--- src/rtl/zero_run_detector.sv ---
module zero_run_detector #(
  parameter int SAMPLE_W    = 16,
  parameter int RUN_LEN     = 16384,
  parameter int INIT_FRAMES = 8,
  localparam int CNT_W      = $clog2(RUN_LEN + 1),
  localparam int INIT_W     = $clog2(INIT_FRAMES + 1)
) (
  input  logic                clk,
  input  logic                rst_n,
  input  logic                frame_clk,
  input  logic                frame_vld,
  input  logic [SAMPLE_W-1:0] left_smp,
  input  logic [SAMPLE_W-1:0] right_smp,
  output logic                zero_flag,
  output logic                op_start
);

  typedef enum logic [1:0] {S_ALIGN, S_INIT, S_RUN} phase_t;

  phase_t            phase;
  logic              fc_q;
  logic [INIT_W-1:0] init_cnt;
  logic [CNT_W-1:0]  run_cnt;

  logic fc_rise, frame_zero, init_last, run_full;

  assign fc_rise    = frame_clk & ~fc_q;
  assign frame_zero = (left_smp == '0) && (right_smp == '0);
  assign init_last  = (init_cnt == INIT_W'(INIT_FRAMES - 1));
  assign run_full   = (run_cnt == CNT_W'(RUN_LEN));
  assign op_start   = (phase == S_ALIGN) & fc_rise;
  assign zero_flag  = (phase != S_RUN) | run_full;

  always_ff @(posedge clk or negedge rst_n) begin
    if (!rst_n) begin
      fc_q     <= 1'b1;
      phase    <= S_ALIGN;
      init_cnt <= '0;
      run_cnt  <= '0;
    end else begin
      fc_q <= frame_clk;
      case (phase)
        S_ALIGN: if (fc_rise) begin
          phase    <= S_INIT;
          init_cnt <= '0;
        end
        S_INIT: if (frame_vld) begin
          if (init_last) begin
            phase   <= S_RUN;
            run_cnt <= '0;
          end else begin
            init_cnt <= init_cnt + 1'b1;
          end
        end
        default: if (frame_vld) begin
          if (!frame_zero)   run_cnt <= '0;
          else if (!run_full) run_cnt <= run_cnt + 1'b1;
        end
      endcase
    end
  end


  start_pulse_chk: assert property (@(posedge clk) disable iff (!rst_n)
    op_start |=> !op_start);


  start_flag_chk: assert property (@(posedge clk) disable iff (!rst_n)
    op_start |=> zero_flag);


  nonzero_clear_chk: assert property (@(posedge clk) disable iff (!rst_n)
    (phase == S_RUN && frame_vld && !frame_zero) |=> !zero_flag);


  rise_cause_chk: assert property (@(posedge clk) disable iff (!rst_n)
    ($rose(zero_flag) && $past(phase) == S_RUN) |-> $past(frame_vld && frame_zero));


  no_overflow_chk: assert property (@(posedge clk) disable iff (!rst_n)
    run_cnt <= CNT_W'(RUN_LEN));


  idle_hold_chk: assert property (@(posedge clk) disable iff (!rst_n)
    (phase == S_RUN && !frame_vld) |=> $stable(run_cnt));

endmodule

--- config.mk ---
export PLATFORM = sky130hd
export DESIGN_NAME = zero_run_detector
export DESIGN_NICKNAME = d
export VERILOG_FILES = /design/src/rtl/zero_run_detector.sv
export SDC_FILE = /design/constraint.sdc
export NUM_CORES = 1
export LEC_CHECK = 0
export BUFFER_PORTS_ARGS = -buffer_cell sky130_fd_sc_hd__buf_4
export CAP_MARGIN = 20
export CORE_MARGIN = 8
export CORE_UTILIZATION = 35
export CTS_CLUSTER_DIAMETER = 40
export CTS_CLUSTER_SIZE = 25
export DETAILED_ROUTE_END_ITERATION = 8
export PLACE_DENSITY = 0.66
export SYNTH_ARGS = -nofsm -noshare
export SYNTH_HDL_FRONTEND = slang
export SYNTH_SLANG_ARGS = --single-unit
export TNS_END_PERCENT = 10
--- constraint.sdc ---
create_clock -name clk -period 2.4 [get_ports clk]
set_input_delay 0.36 -clock clk [delete_from_list [all_inputs] [get_ports clk]]
set_output_delay 0.36 -clock clk [all_outputs]
set_load 0.05 [all_outputs]
**Word level (Yosys, flattened, before mapping)**

Cells that the tools add are included.

- Word-level logic and storage cells: 42
- Register bits: 22

- Muxes and demuxes: 14
- Reduce and logical (&&, ||, !) cells: 8
- Equality and inequality tests: 9
- Bitwise gates (word level): 5
- Add/sub/neg operators: 2

Operator list:

| operator | count |
|---|---|
| $mux 15 | 5 |
| $logic_not 16->1 | 2 |
| $pmux 15 s2 | 1 |
| $add 15x1->15 const B | 1 |
| $eq 15x15->1 const B | 1 |
| $mux 4 | 3 |
| $reduce_and 4->1 | 3 |
| $ne 2x2->1 const B | 5 |
| $pmux 4 s2 | 1 |
| $mux 2 | 3 |
| $add 4x1->4 const B | 1 |
| $eq 4x3->1 const B | 1 |
| $pmux 2 s2 | 1 |
| $ne 3x2->1 const B | 1 |
| $and 1x1->1 | 2 |
| $eq 2x1->1 const B | 1 |
| $logic_not 2->1 | 1 |
| $not 1->1 | 2 |
| $reduce_bool 2->1 | 1 |
| $logic_and 1x1->1 | 1 |
| $or 1x1->1 | 1 |

**Logic depth before layout (Yosys ltp)**

- Depth in word-level cells: 5
- Mapped depth: 7

**Worst setup path after synthesis**

OpenSTA, ideal clock, no wires.

- Kind: register to register
- Start point: register phase[1]
- End point: register init_cnt[2]
- Data arrival time: 2.401 ns
- Path buffers: 0
- Required time: 2.334 ns
- Stages on the path, launching flop included: 5
- Setup time: 0.066 ns
- Period minus slack after synthesis: 2.467 ns
- Setup slack: -0.067 ns
- Cell sequence: dfrtp_1 nor4b_2 o22ai_1 or4b_1 nand2_1

- Longest elaborated chain between the ends: 3
- Elaborated cells on any way between the ends: 8
- Classes of those cells: 4 x eq/ne; 1 x mux; 3 x reduce/logical

Ends and longest elaborated chain:

| what | RTL line | text |
|---|---|---|
| from (decl) | 20 | `phase_t phase;` |
| from (signal assigned) | 37 | `phase <= S_ALIGN;` |
| from (signal assigned) | 44 | `phase <= S_INIT;` |
| from (signal assigned) | 49 | `phase <= S_RUN;` |
| $eq 2x1->1 / $logic_not 2->1 (equally long branches) | 42 | `case (phase)` |
| $ne 2x2->1 (no line) / $reduce_bool 2->1 (equally long branches) | n/a |  |
| $reduce_and 4->1 (no line) | n/a |  |
| to (signal assigned) | 52 | `init_cnt <= init_cnt + 1'b1;` |
| to (decl) | 22 | `logic [INIT_W-1:0] init_cnt;` |

Parallel ways exist; a longest one is shown, timed or not.
A chain may end at the register's enable or synchronous reset.

**Final worst setup path**

- Start point: register run_cnt[0]
- End point: output port zero_flag

- Longest elaborated chain between the ends: 2

Ends and longest elaborated chain:

| what | RTL line | text |
|---|---|---|
| from (decl) | 23 | `logic [CNT_W-1:0] run_cnt;` |
| from (signal assigned) | 57 | `else if (!run_full) run_cnt <= run_cnt + 1'b1;` |
| $eq 15x15->1 | 30 | `assign run_full = (run_cnt == CNT_W'(RUN_LEN));` |
| $or 1x1->1 | 32 | `assign zero_flag = (phase != S_RUN) \| run_full;` |
| to (decl) | 14 | `output logic zero_flag,` |

Every way passes these cells.

==> metrics.md <==
| Metric | Value |
|---|---|
| Outcome | `complete, no violations` |
| Setup violators final | `0` |
| Final core utilization | `47.4%` |
| Core area | `3610 um2` |
| CTS Root Cell | `clkbuf_8` |
| Worst slack, placed | `253 ps` |
| Cell Count, Final, Fillers Out | `229` |
| GRT overflow | `0` |
| Max-Cap Viols | `0` |
| Post-layout instance area | `1710 um2` |
| Synth Register Bits | `22` |
| Nets | `approximately 220` |
| Post-Synthesis Cells | `139` |
| Placed Cells | `224` |
| First-pass GRT wire length | `5810 um` |
| WS Path Type | `reg2out` |
| Area Overhead vs Synth | `31.7%` |
| Critical path arrival | `1820 ps` |
| Clock Sinks | `22` |
| 1st-iter DRT viols | `124` |
| Clock share of power | `between 20 and 25%` |
| Initial Utilization | `36.0%` |
| Net Count, Synth | `178` |
| Most common cell after layout, fill and taps aside | `buf_4` |
| Pwr dens | `633 nW/um2` |
| RSZ-0062 raised after global routing | `false` |
| Drt pass-1 iters | `4` |
| Share of cells above drive strength 1 | `around 29%` |
| Initial antenna violation count | `0` |
| Max Buffers Root-to-Sink | `2` |
| Hold crit path type | `in2reg` |
| Part of the power in registers | `45.6%` |
| Row cnt | `22` |
| Die area | `5920 um2` |
| Hold Violations, Final | `0` |
| Tcrit/Tclk final | `90.7%` |
| Cell Int Power | `~0.72 mW` |
| GPL Wtd Cong | `0.867` |
| Post-CTS setup repair buffer count | `0` |
| Pwr Total | `approximately 1.1 mW` |
| Switching part of the total | `34.0%` |
| Slew HR | `67.7%` |
| Post-synth cell types | `41` |
| Total Wirelength | `3280 um` |
| Post-place instance area | `approximately 1600 um2` |
| Vias in the first global route | `1,345` |
| Antenna Nets Post-Route | `0` |
| Worst hold slack | `206 ps` |
| Largest net degree at the start of global routing | `23` |
| Most frequent cells in the layout | `buf_4 (39), dfrtp_1 (21), nor2_1 (15), nand2_1 (13), o21ai_1 (9)` |
| CTS H-Tree Depth | `1` |
| Slack of the critical path | `around 220 ps` |
| Peak supply drop | `0.000287 V` |
| WL/cell | `14.3 um` |
| Leakage power | `0.759 nW` |
| CTS tree | `yes` |
| Post-route minimum period | `approximately 2200 ps` |
| Clock-pin slew on the worst setup and hold paths | `80 ps` |
| YS warnings | `0` |
| Combinational fraction of design power | `29.7%` |
| Detailed Place HPWL | `2590 um` |
| Drt drc | `0` |
| Worst Tran Pin Value | `between 400 and 500 ps` |
| Die Span Y | `76.9 um` |
| Setup Skew | `around 4.2 ps` |
| CP Capture Type | `output port` |
| # diodes | `0` |
| Switching power of the nets | `0.368 mW` |
| Post_cts resized | `0` |
| FMAX | `between 400 and 500 MHz` |
| Worst-path maximum fanout | `5` |
| Detailed-route via count | `1,272` |
| Die X | `76.9 um` |
| Synth Area per Inst | `9.34 um2` |
| Max Slew Vio Count | `0` |
| Vias/cell | `approximately 5.6` |
| Port Buffers | `37` |
| Crit start category | `flop` |
| CTS Buf Count | `3` |
| Post-Route Setup TNS | `0 ps` |
| Mapped Area | `roughly 1300 um2` |
| Sequential cell area fraction in the yosys report | `42.5%` |
| Io pins | `38` |
| CP required | `2040 ps` |
| Later-pin clock latency in the skew report | `270 ps` |
| Total GRT Usage | `a little under an eighth` |
[power groups by stage]
stage / Clock [mW] / Combinational (mW) / Sequential (mW)
after floorplan: 0 / 0.211 / 0.483
after global placement: 0 / 0.308 / 0.495
after detailed placement: 0 / 0.322 / 0.497
after CTS: 0.275 / 0.325 / 0.491
after global routing: 0.287 / 0.361 / 0.502
final: 0.268 / 0.321 / 0.494
[timing repair]
action                                  4_1_cts  5_1_grt
endpoints found under the setup margin        0        0
hold buffers                                  1        0
endpoints found under the hold margin        21        0
[area by class of cell]
class                   instances  area, um2
inverters                       5       18.8
well taps                      48       60.1
fillers                       344       1900
clock buffers                   4       55.1
flip-flops and latches         22        552
multi-input cells             110        722
repair buffers                 40        303
[state kept, by name, indices dropped and copies added, names as in the netlist]
name / cells
phase: 2
init_cnt: 4
run_cnt: 15
fc_q: 1
[logic make-up (layout without fill, tap and decap cells)]
kind of cell / count (synthesis) / after routing / synth area share [%]
and+or+nand+nor: 69 / 69 / 30.5
AOI/OAI and AO/OA: 35 / 35 / 19.1
adders and majority gates: 3 / 3 / 2.89
DFF: 22 / 22 / 42.5
muxes: 3 / 3 / 2.41
buffers and inverters: 7 / 49 / 2.60
[critical path, cell delays in order (launching register included)]
cell and delay (ps):
dfrtp_1 410, inv_1 70, ha_1 140, nor4b_1 240, nand4_1 300, nand3_1 180
buf_4 210
[synth_stat cells]
master / n / area (um2)
dfrtp_1: 21 / 526
nor2_1: 15 / 56.3
nand2_1: 13 / 48.8
o21ai_1: 9 / 45.0
a22o_1: 8 / 70.1
nor4_1: 8 / 50.1
nand3_1: 6 / 30.0
nand4_1: 5 / 31.3
a21o_1: 4 / 30.0
and3_1: 4 / 25.0
a2bb2oi_1: 3 / 26.3
ha_1: 3 / 37.5
inv_1: 3 / 11.3
nor2b_1: 3 / 18.8
o31ai_1: 3 / 22.5
a21oi_1: 2 / 10.0
mux2i_1: 2 / 20.0
nor4b_1: 2 / 17.5
o21ai_0: 2 / 10.0
or4_4: 2 / 22.5
a32o_1: 1 / 10.0
and4_1: 1 / 8.76
and4b_1: 1 / 10.0
buf_6: 1 / 11.3
clkbuf_1: 1 / 3.75
clkinv_1: 1 / 3.75
dfstp_2: 1 / 26.3
inv_2: 1 / 3.75
mux2_2: 1 / 11.3
nand2b_1: 1 / 6.26
nand3b_1: 1 / 7.51
nor2_2: 1 / 6.26
nor3_1: 1 / 5.00
nor4_2: 1 / 12.5
nor4b_2: 1 / 15.0
o21ai_2: 1 / 8.76
o22ai_1: 1 / 6.26
o2bb2ai_1: 1 / 8.76
or3_1: 1 / 6.26
or3b_1: 1 / 8.76
or4b_1: 1 / 10.0
[routing by layer]
layer	share of wire, %	track usage, %
met4	2.3	7.50
met1	44	13.3
met3	8.5	3.85
met2	45	19.0
met5	0	0
[worst paths after layout]
path                              from  slack (ps)  depth (start not counted)           to
setup / recovery            run_cnt[0]         220                          6    zero_flag
hold / removal               frame_clk         210                          1         fc_q
setup reg to reg           init_cnt[0]         550                          6   run_cnt[6]
hold reg to reg            init_cnt[0]         510                          1  init_cnt[0]
max in group asynchronous        rst_n        1610                          2         fc_q
min in group asynchronous        rst_n         510                          2  run_cnt[14]
Note: power is estimated with default switching activity, not from simulation.
